<file path="src/rtl/sec_err_pkg.sv">
package sec_err_pkg;
  localparam int unsigned STS_W = 8;

  localparam int unsigned B_POISON = 0;
  localparam int unsigned B_ROGUE  = 1;
  localparam int unsigned B_MEMATK = 2;
  localparam int unsigned B_ALIAS  = 5;
  localparam int unsigned B_WAKE   = 6;

  localparam logic [STS_W-1:0] IMPL_MASK   = 8'h7F;
  localparam logic [STS_W-1:0] CLEARABLE   = 8'h7E;
  localparam logic [STS_W-1:0] SETREG_MASK = 8'h1C;

  localparam int unsigned ADR_STATUS = 0;
  localparam int unsigned ADR_SETREG = 1;
  localparam int unsigned ADR_MEMEN  = 2;

  // set dominates clear; unimplemented bits forced to 0
  function automatic logic [STS_W-1:0] flag_next(
    input logic [STS_W-1:0] cur,
    input logic [STS_W-1:0] set,
    input logic [STS_W-1:0] clr
  );
    return ((cur & ~clr) | set) & IMPL_MASK;
  endfunction
endpackage

</file>
<file path="src/rtl/sec_err_access.sv">
module sec_err_access
  import sec_err_pkg::*;
#(
  parameter int unsigned ADDR_W = 2
) (
  input  logic              clk_i,
  input  logic              por_ni,
  input  logic              req_i,
  input  logic              priv_i,
  input  logic              we_i,
  input  logic [ADDR_W-1:0] addr_i,
  input  logic [STS_W-1:0]  wdata_i,
  input  logic [STS_W-1:0]  flags_i,
  output logic [STS_W-1:0]  clr_mask_o,
  output logic [STS_W-1:0]  set_mask_o,
  output logic              mem_en_o,
  output logic [STS_W-1:0]  rdata_o
);
  localparam logic [ADDR_W-1:0] A_STS = ADDR_W'(ADR_STATUS);
  localparam logic [ADDR_W-1:0] A_SET = ADDR_W'(ADR_SETREG);
  localparam logic [ADDR_W-1:0] A_MEN = ADDR_W'(ADR_MEMEN);

  logic priv_wr;
  logic sts_rd;

  assign priv_wr = req_i & we_i & priv_i;
  assign sts_rd  = req_i & ~we_i & (addr_i == A_STS);

  assign clr_mask_o = (priv_wr && addr_i == A_STS) ? (wdata_i & CLEARABLE)   : '0;
  assign set_mask_o = (priv_wr && addr_i == A_SET) ? (wdata_i & SETREG_MASK) : '0;
  assign mem_en_o   = priv_wr && (addr_i == A_MEN);

  always_ff @(posedge clk_i or negedge por_ni) begin
    if (!por_ni) rdata_o <= '0;
    else         rdata_o <= sts_rd ? flags_i : '0;
  end
endmodule

</file>
<file path="src/rtl/sec_err_flags.sv">
module sec_err_flags
  import sec_err_pkg::*;
(
  input  logic             clk_i,
  input  logic             por_ni,
  input  logic             warm_rst_i,
  input  logic             ack_secrets_i,
  input  logic             ack_clean_i,
  input  logic             alias_fault_i,
  input  logic             rogue_exit_i,
  input  logic             dram_illegal_i,
  input  logic             poison_cycle_i,
  input  logic [STS_W-1:0] clr_mask_i,
  input  logic [STS_W-1:0] set_mask_i,
  output logic [STS_W-1:0] hw_set_o,
  output logic [STS_W-1:0] hw_clr_o,
  output logic [STS_W-1:0] flags_d_o,
  output logic [STS_W-1:0] flags_q_o
);
  always_comb begin
    hw_set_o           = set_mask_i;
    hw_set_o[B_ALIAS]  = hw_set_o[B_ALIAS]  | alias_fault_i;
    hw_set_o[B_ROGUE]  = hw_set_o[B_ROGUE]  | rogue_exit_i;
    hw_set_o[B_MEMATK] = hw_set_o[B_MEMATK] | dram_illegal_i;
    hw_set_o[B_POISON] = hw_set_o[B_POISON] | poison_cycle_i;
    hw_set_o[B_WAKE]   = hw_set_o[B_WAKE]   | (warm_rst_i & ack_secrets_i);
  end

  always_comb begin
    hw_clr_o         = clr_mask_i;
    hw_clr_o[B_WAKE] = hw_clr_o[B_WAKE] | (warm_rst_i & ack_clean_i);
  end

  assign flags_d_o = flag_next(flags_q_o, hw_set_o, hw_clr_o);

  // only power-on reset clears; warm reset has no path here
  always_ff @(posedge clk_i or negedge por_ni) begin
    if (!por_ni) flags_q_o <= '0;
    else         flags_q_o <= flags_d_o;
  end
endmodule

</file>
<file path="src/rtl/sec_err_lock.sv">
module sec_err_lock (
  input  logic clk_i,
  input  logic por_ni,
  input  logic warm_rst_i,
  input  logic wake_next_i,
  input  logic mem_en_i,
  output logic lock_o
);
  always_ff @(posedge clk_i or negedge por_ni) begin
    if (!por_ni)         lock_o <= 1'b0;
    else if (warm_rst_i) lock_o <= wake_next_i;
    else if (mem_en_i)   lock_o <= 1'b0;
  end
endmodule

</file>
<file path="src/rtl/sec_err_status.sv">
module sec_err_status
  import sec_err_pkg::*;
#(
  parameter int unsigned ADDR_W = 2
) (
  input  logic              clk_i,
  input  logic              por_ni,
  input  logic              warm_rst_i,
  input  logic              ack_secrets_i,
  input  logic              ack_clean_i,
  input  logic              alias_fault_i,
  input  logic              rogue_exit_i,
  input  logic              dram_illegal_i,
  input  logic              poison_cycle_i,
  input  logic              reg_req_i,
  input  logic              reg_priv_i,
  input  logic              reg_we_i,
  input  logic [ADDR_W-1:0] reg_addr_i,
  input  logic [7:0]        reg_wdata_i,
  output logic [7:0]        reg_rdata_o,
  output logic              mem_lock_o,
  output logic              poison_o
);
  // named internal events, observed by the bound checker
  logic [STS_W-1:0] clr_mask;
  logic [STS_W-1:0] set_mask;
  logic [STS_W-1:0] hw_set;
  logic [STS_W-1:0] hw_clr;
  logic [STS_W-1:0] flags_d;
  logic [STS_W-1:0] flags_q;
  logic             mem_en;

  sec_err_access #(.ADDR_W(ADDR_W)) u_access (
    .clk_i      (clk_i),
    .por_ni     (por_ni),
    .req_i      (reg_req_i),
    .priv_i     (reg_priv_i),
    .we_i       (reg_we_i),
    .addr_i     (reg_addr_i),
    .wdata_i    (reg_wdata_i),
    .flags_i    (flags_q),
    .clr_mask_o (clr_mask),
    .set_mask_o (set_mask),
    .mem_en_o   (mem_en),
    .rdata_o    (reg_rdata_o)
  );

  sec_err_flags u_flags (
    .clk_i          (clk_i),
    .por_ni         (por_ni),
    .warm_rst_i     (warm_rst_i),
    .ack_secrets_i  (ack_secrets_i),
    .ack_clean_i    (ack_clean_i),
    .alias_fault_i  (alias_fault_i),
    .rogue_exit_i   (rogue_exit_i),
    .dram_illegal_i (dram_illegal_i),
    .poison_cycle_i (poison_cycle_i),
    .clr_mask_i     (clr_mask),
    .set_mask_i     (set_mask),
    .hw_set_o       (hw_set),
    .hw_clr_o       (hw_clr),
    .flags_d_o      (flags_d),
    .flags_q_o      (flags_q)
  );

  sec_err_lock u_lock (
    .clk_i       (clk_i),
    .por_ni      (por_ni),
    .warm_rst_i  (warm_rst_i),
    .wake_next_i (flags_d[B_WAKE]),
    .mem_en_i    (mem_en),
    .lock_o      (mem_lock_o)
  );

  assign poison_o = flags_q[B_POISON];
endmodule

</file>
<file path="config.mk">
export PLATFORM = sky130hd
export DESIGN_NAME = sec_err_status
export DESIGN_NICKNAME = d
export VERILOG_FILES = /design/src/rtl/sec_err_pkg.sv /design/src/rtl/sec_err_access.sv /design/src/rtl/sec_err_flags.sv /design/src/rtl/sec_err_lock.sv /design/src/rtl/sec_err_status.sv
export SDC_FILE = /design/constraint.sdc
export NUM_CORES = 1
export LEC_CHECK = 0
export BUFFER_PORTS_ARGS = -buffer_cell sky130_fd_sc_hd__buf_2
export CAP_MARGIN = 20
export CORE_AREA = 3 3 43 45
export CTS_CLUSTER_DIAMETER = 60
export DETAILED_ROUTE_END_ITERATION = 6
export DIE_AREA = 0 0 46 48
export GPL_TIMING_DRIVEN = 0
export PLACE_DENSITY = 0.8
export SLEW_MARGIN = 5
export SYNTH_ARGS = -nofsm -noshare
export SYNTH_HDL_FRONTEND = slang
export SYNTH_SLANG_ARGS = --single-unit
</file>
<file path="constraint.sdc">
create_clock -name clk_i -period 1.07 [get_ports clk_i]
set_clock_uncertainty 0.05 [all_clocks]
set_input_delay 0.214 -clock clk_i [delete_from_list [all_inputs] [get_ports clk_i]]
set_output_delay 0.214 -clock clk_i [all_outputs]
set_load 0.05 [all_outputs]
</file>
## Word-level counts from Yosys, hierarchy flattened

Cells that the tools add are included.

- Bits of input ports: 22
- Register bits: 15
- Output and inout port bits: 10

- Eq/ne operators: 2
- Bitwise logic cells: 16
- Muxes and demuxes: 5
- Reductions and logical operators: 5

Operators with widths:

| kind | count |
|---|---|
| 7-bit two-way mux | 2 |
| 7-bit AND | 1 |
| 7-bit NOT | 1 |
| 7-bit OR | 1 |
| 1-bit AND | 6 |
| 5-bit two-way mux | 1 |
| 1-bit OR | 4 |
| 1-bit logical AND | 3 |
| 2-bit by 1-bit == test with 1-bit output (second input constant) | 1 |
| 2-bit == test (second input constant) | 1 |
| 2-bit logical NOT | 1 |
| 1-bit two-way mux | 2 |
| 1-bit OR (first input constant) | 2 |
| 2-bit nonzero test | 1 |
| 1-bit NOT | 1 |

## Longest topological paths before layout

- Depth in word-level cells: 9
- Gate-level depth with buffers: 3
- Depth with buffers taken out: 3

## Hierarchy

Synthesis repeated with hierarchy kept, for this count alone.

- Cell total of the unflattened synthesis: 82
- Area total of the unflattened synthesis: 855.8 sq um

Modules (own cells, without submodules):

| module | instances | cells each | area an instance (sq um) |
|---|---|---|---|
| sec_err_access | 1 | 39 | 420.4 |
| sec_err_flags | 1 | 40 | 397.9 |
| sec_err_lock | 1 | 3 | 37.5 |

## Worst setup path after synthesis

OpenSTA, ideal clock, no wires.

- Kind: reg2reg
- Start: register u_flags.flags_q_o[0]
- End: register u_flags.flags_q_o[0]
- Slack: 0.013 ns
- Path buffers: 0
- Stages on the path, launching flop included: 2
- Library setup time: 0.127 ns
- Arrival time: 0.879 ns
- Data required time: 0.893 ns
- Clock period less this slack: 1.057 ns
- Cell sequence: dfrtp_1 > or2_2

- Word-level cells in the longest chain between the ends: 2

Ends and longest elaborated chain:

| item | line | RTL |
|---|---|---|
| start, declared | sec_err_flags.sv:18 | `output logic [STS_W-1:0] flags_q_o` |
| start signal, assigned | sec_err_flags.sv:39 | `else flags_q_o <= flags_d_o;` |
| 7-bit AND | sec_err_pkg.sv:24 | `return ((cur & ~clr) \| set) & IMPL_MASK;` |
| 7-bit OR | sec_err_pkg.sv:24 |  |
| via flags_d[0] | sec_err_status.sv:29 | `logic [STS_W-1:0] flags_d;` |

The timed path passes the listed nets, and every way through them passes these cells.
A chain may end at the register's enable or synchronous reset.

## Final worst setup path

- Start: register u_flags.flags_q_o[0]
- End: output poison_o

RTL lines:

| item | line | RTL |
|---|---|---|
| end, declared | sec_err_status.sv:22 | `output logic poison_o` |

No word-level cell between the ends.

==> impl_metrics.json <==
{
  "cts_buffers": 3,
  "synth.area.mux_share_pct": 5.43,
  "h-tree-depth": 1,
  "crit_path_max_fanout": 2,
  "setup_ws_ns": -0.0452,
  "drt_iter0_markers": 8,
  "rsz0062_at_grt": "true",
  "fin_tns_setup_ns": -0.216,
  "cp-start-kind": "flip-flop",
  "combPwrFrac_pct": 16.7,
  "finalInstanceArea_sq_um": 868,
  "io_buffers": 28,
  "cts_num_sinks": 15,
  "p_clk_share_pct": 29.3,
  "seqPwrFrac_pct": 53.9,
  "finalCritPeriodShare_pct": 104,
  "clk_pin_slew_ns": 0.10,
  "layout_common_cells": "buf_2, dfrtp_1, buf_6, and2_1, nand2_1",
  "nFillCells": 134,
  "die_x_um": 46,
  "worstPathArrival_ns": 0.85,
  "clk_latency_ns": 0.29,
  "synth_adder_area_share_pct": 0,
  "power_uw": 1150,
  "synth_top_flop_cell": "dfrtp_1",
  "p_sw_share_pct": 27.8,
  "dpl.hpwl_um": 934,
  "syn-cell-area_sq_um": 599,
  "ys_seq_area_share_pct": 62.6,
  "worstPathCellList": "buf_6",
  "synth-compound-area-share_pct": 7.72,
  "synth_top_family_by_area": "simple AND/OR/NAND/NOR gates",
  "final_common_cell": "buf_2",
  "slowest_stage": "dfrtp_1",
  "firstDrtPassIters": 4,
  "yosys-top-cells-area": "dfrtp_1, and2_1, mux2_2, nand2_1, and4b_1",
  "ant_nets": 0,
  "fp.dieArea_sq_mm": 0.00221,
  "path_class": "reg -> out",
  "crit_path_end_kind": "output port",
  "whs_ns": 0.0531,
  "crit_buf_inv": 1,
  "synthXorXnorAreaFrac_pct": 0,
  "max_stage_delay_ns": 0.40,
  "detailed_place.area_sq_um": 759,
  "critical-path-top-delay-family": "flip-flops",
  "drc": 0,
  "fin_crit_ns": 1.12,
  "drive_above_1_share_pct": 47.0,
  "syn_nets": 70,
  "violations": "negative setup slack",
  "grt_usage_pct": 12.1,
  "worstPathRequired_ns": 0.81,
  "ys_types": 18,
  "vias_per_cell": 4.91,
  "antenna_found_initial": 0,
  "n_antenna_cell": 0,
  "async_flop_share_pct": 100,
  "grt_max_degree": 16,
  "p_leak_uw": 0.000435,
  "grt_first_pass_wirelength_mm": 1.88,
  "peakVddDrop_mv": 0.715,
  "nets": 106,
  "chipHeight_um": 48,
  "cts_tree": "built",
  "start_util_pct": 39.8,
  "grt_pass1_vias": 461,
  "syn_area_per_cell_sq_um": 12.5,
  "syn2layout_area_growth_pct": 44.9,
  "io_pins": 32,
  "wire_per_inst_um": 12.9,
  "core_sq_mm": 0.00151,
  "synth_top_area_cell": "dfrtp_1",
  "p_switching_uw": 320,
  "ys_warn_count": 0,
  "min-delay-path-class": "in -> reg",
  "p_int_uw": 828,
  "root_buffer": "clkbuf_4",
  "maxSlewViolCount": 0,
  "grt.overflow.total": 0,
  "synth_edf_count": 0,
  "ys_ff_latch": 15,
  "synth_top_area_share_pct": 62.6,
  "dr_total_vias": 486,
  "hold_violations": 0,
  "synth_simple_gate_area_share_pct": 22.3,
  "place.gp.congestion": 0.737,
  "rrSetupSlack_ns": 0.10,
  "cts_buffer_depth": 2,
  "powerDensity_mw_per_mm2": 1320,
  "status": "complete, but fails checks",
  "routed_wl_mm": 1.27,
  "syn_inst": 48,
  "drv_cap": 0,
  "finalSetupViolCount": 9,
  "row_count": 14,
  "fmax_mhz": 897
}
==> synth_stat cells, drive strengths merged (2+ instances only) <==
master	n
nand2	6
and4b	2
and3	2
a21o	2
and2	7
dfrtp	15
nand3	2
mux2	2
==> power by group through the flow <==
stage | sequential [uW] | combinational, uW | clock [uW]
finish | 619 | 192 | 337
global route | 623 | 208 | 360
CTS | 619 | 187 | 342
detailed placement | 628 | 170 | 0
global placement | 625 | 166 | 0
floorplan | 666 | 54.4 | 0
==> per-layer routing <==
layer / global-route usage, % / vias to the layer above / routed length (um)
met2: 20.3 / 25 / 608
met5: 0 / - / 0
met1: 14.5 / 225 / 552
met4: 6.82 / 0 / 0
met3: 2.26 / 0 / 112
li1: - / 236 / -
==> cell families (layout without fill, tap and decap cells) <==
logic type | Yosys count | count (layout)
other | 1 | 1
buffers and inverters | 1 | 36
and+or+nand+nor | 22 | 22
muxes | 3 | 3
DFF | 15 | 15
AOI/OAI and AO/OA | 6 | 6
==> worst register-to-register path: stages, from the launching register on <==
cell and delay [ns]:
dfrtp_1 0.39, a21boi_1 0.12, a311o_1 0.31
==> registers in the layout (all words and copies together) (netlist names) <==
name and flops:
u_access.rdata_o 7, u_flags.flags_q_o 7, u_lock.lock_o 1
==> per-stage QoR <==
stage / setup WS, ns / cells / util [%]
2_1_floorplan: 0.0133 / 48 / -
3_3_place_gp: -0.172 / 92 / 50.4
3_5_place_dp: -0.182 / 92 / 50.4
4_1_cts: -0.0418 / 98 / 57.1
5_1_grt: -0.0675 / 99 / 57.6
6_report: -0.0452 / 99 / 57.6
==> repair_timing <==
action	4_1_cts	5_1_grt
endpoints found under the setup margin	9	9
endpoints found under the hold margin	15	0
hold buffers	1	0
setup buffers	1	1
cloned	0	0
gates resized for setup	18	0
==> area by class of cell <==
class,instances,area [sq um],area share (%)
clock inverters,1,5.00,0.576
multi-input cells,32,216,24.9
well taps,16,20.0,2.31
repair buffers,31,221,25.5
plain buffers,1,7.51,0.865
flip-flops and latches,15,375,43.2
clock buffers,3,22.5,2.59
==> worst paths after layout <==
check / from / cells after the start / endpoint
max: u_flags.flags_q_o[0] / 1 / poison_o
min: alias_fault_i / 2 / u_flags.flags_q_o[5]
max reg2reg: u_flags.flags_q_o[2] / 2 / u_flags.flags_q_o[2]
min reg2reg: u_flags.flags_q_o[1] / 1 / u_access.rdata_o[1]
max in group asynchronous: por_ni / 2 / u_lock.lock_o
min in group asynchronous: por_ni / 2 / u_access.rdata_o[1]
(Power assumes the default switching activity.)
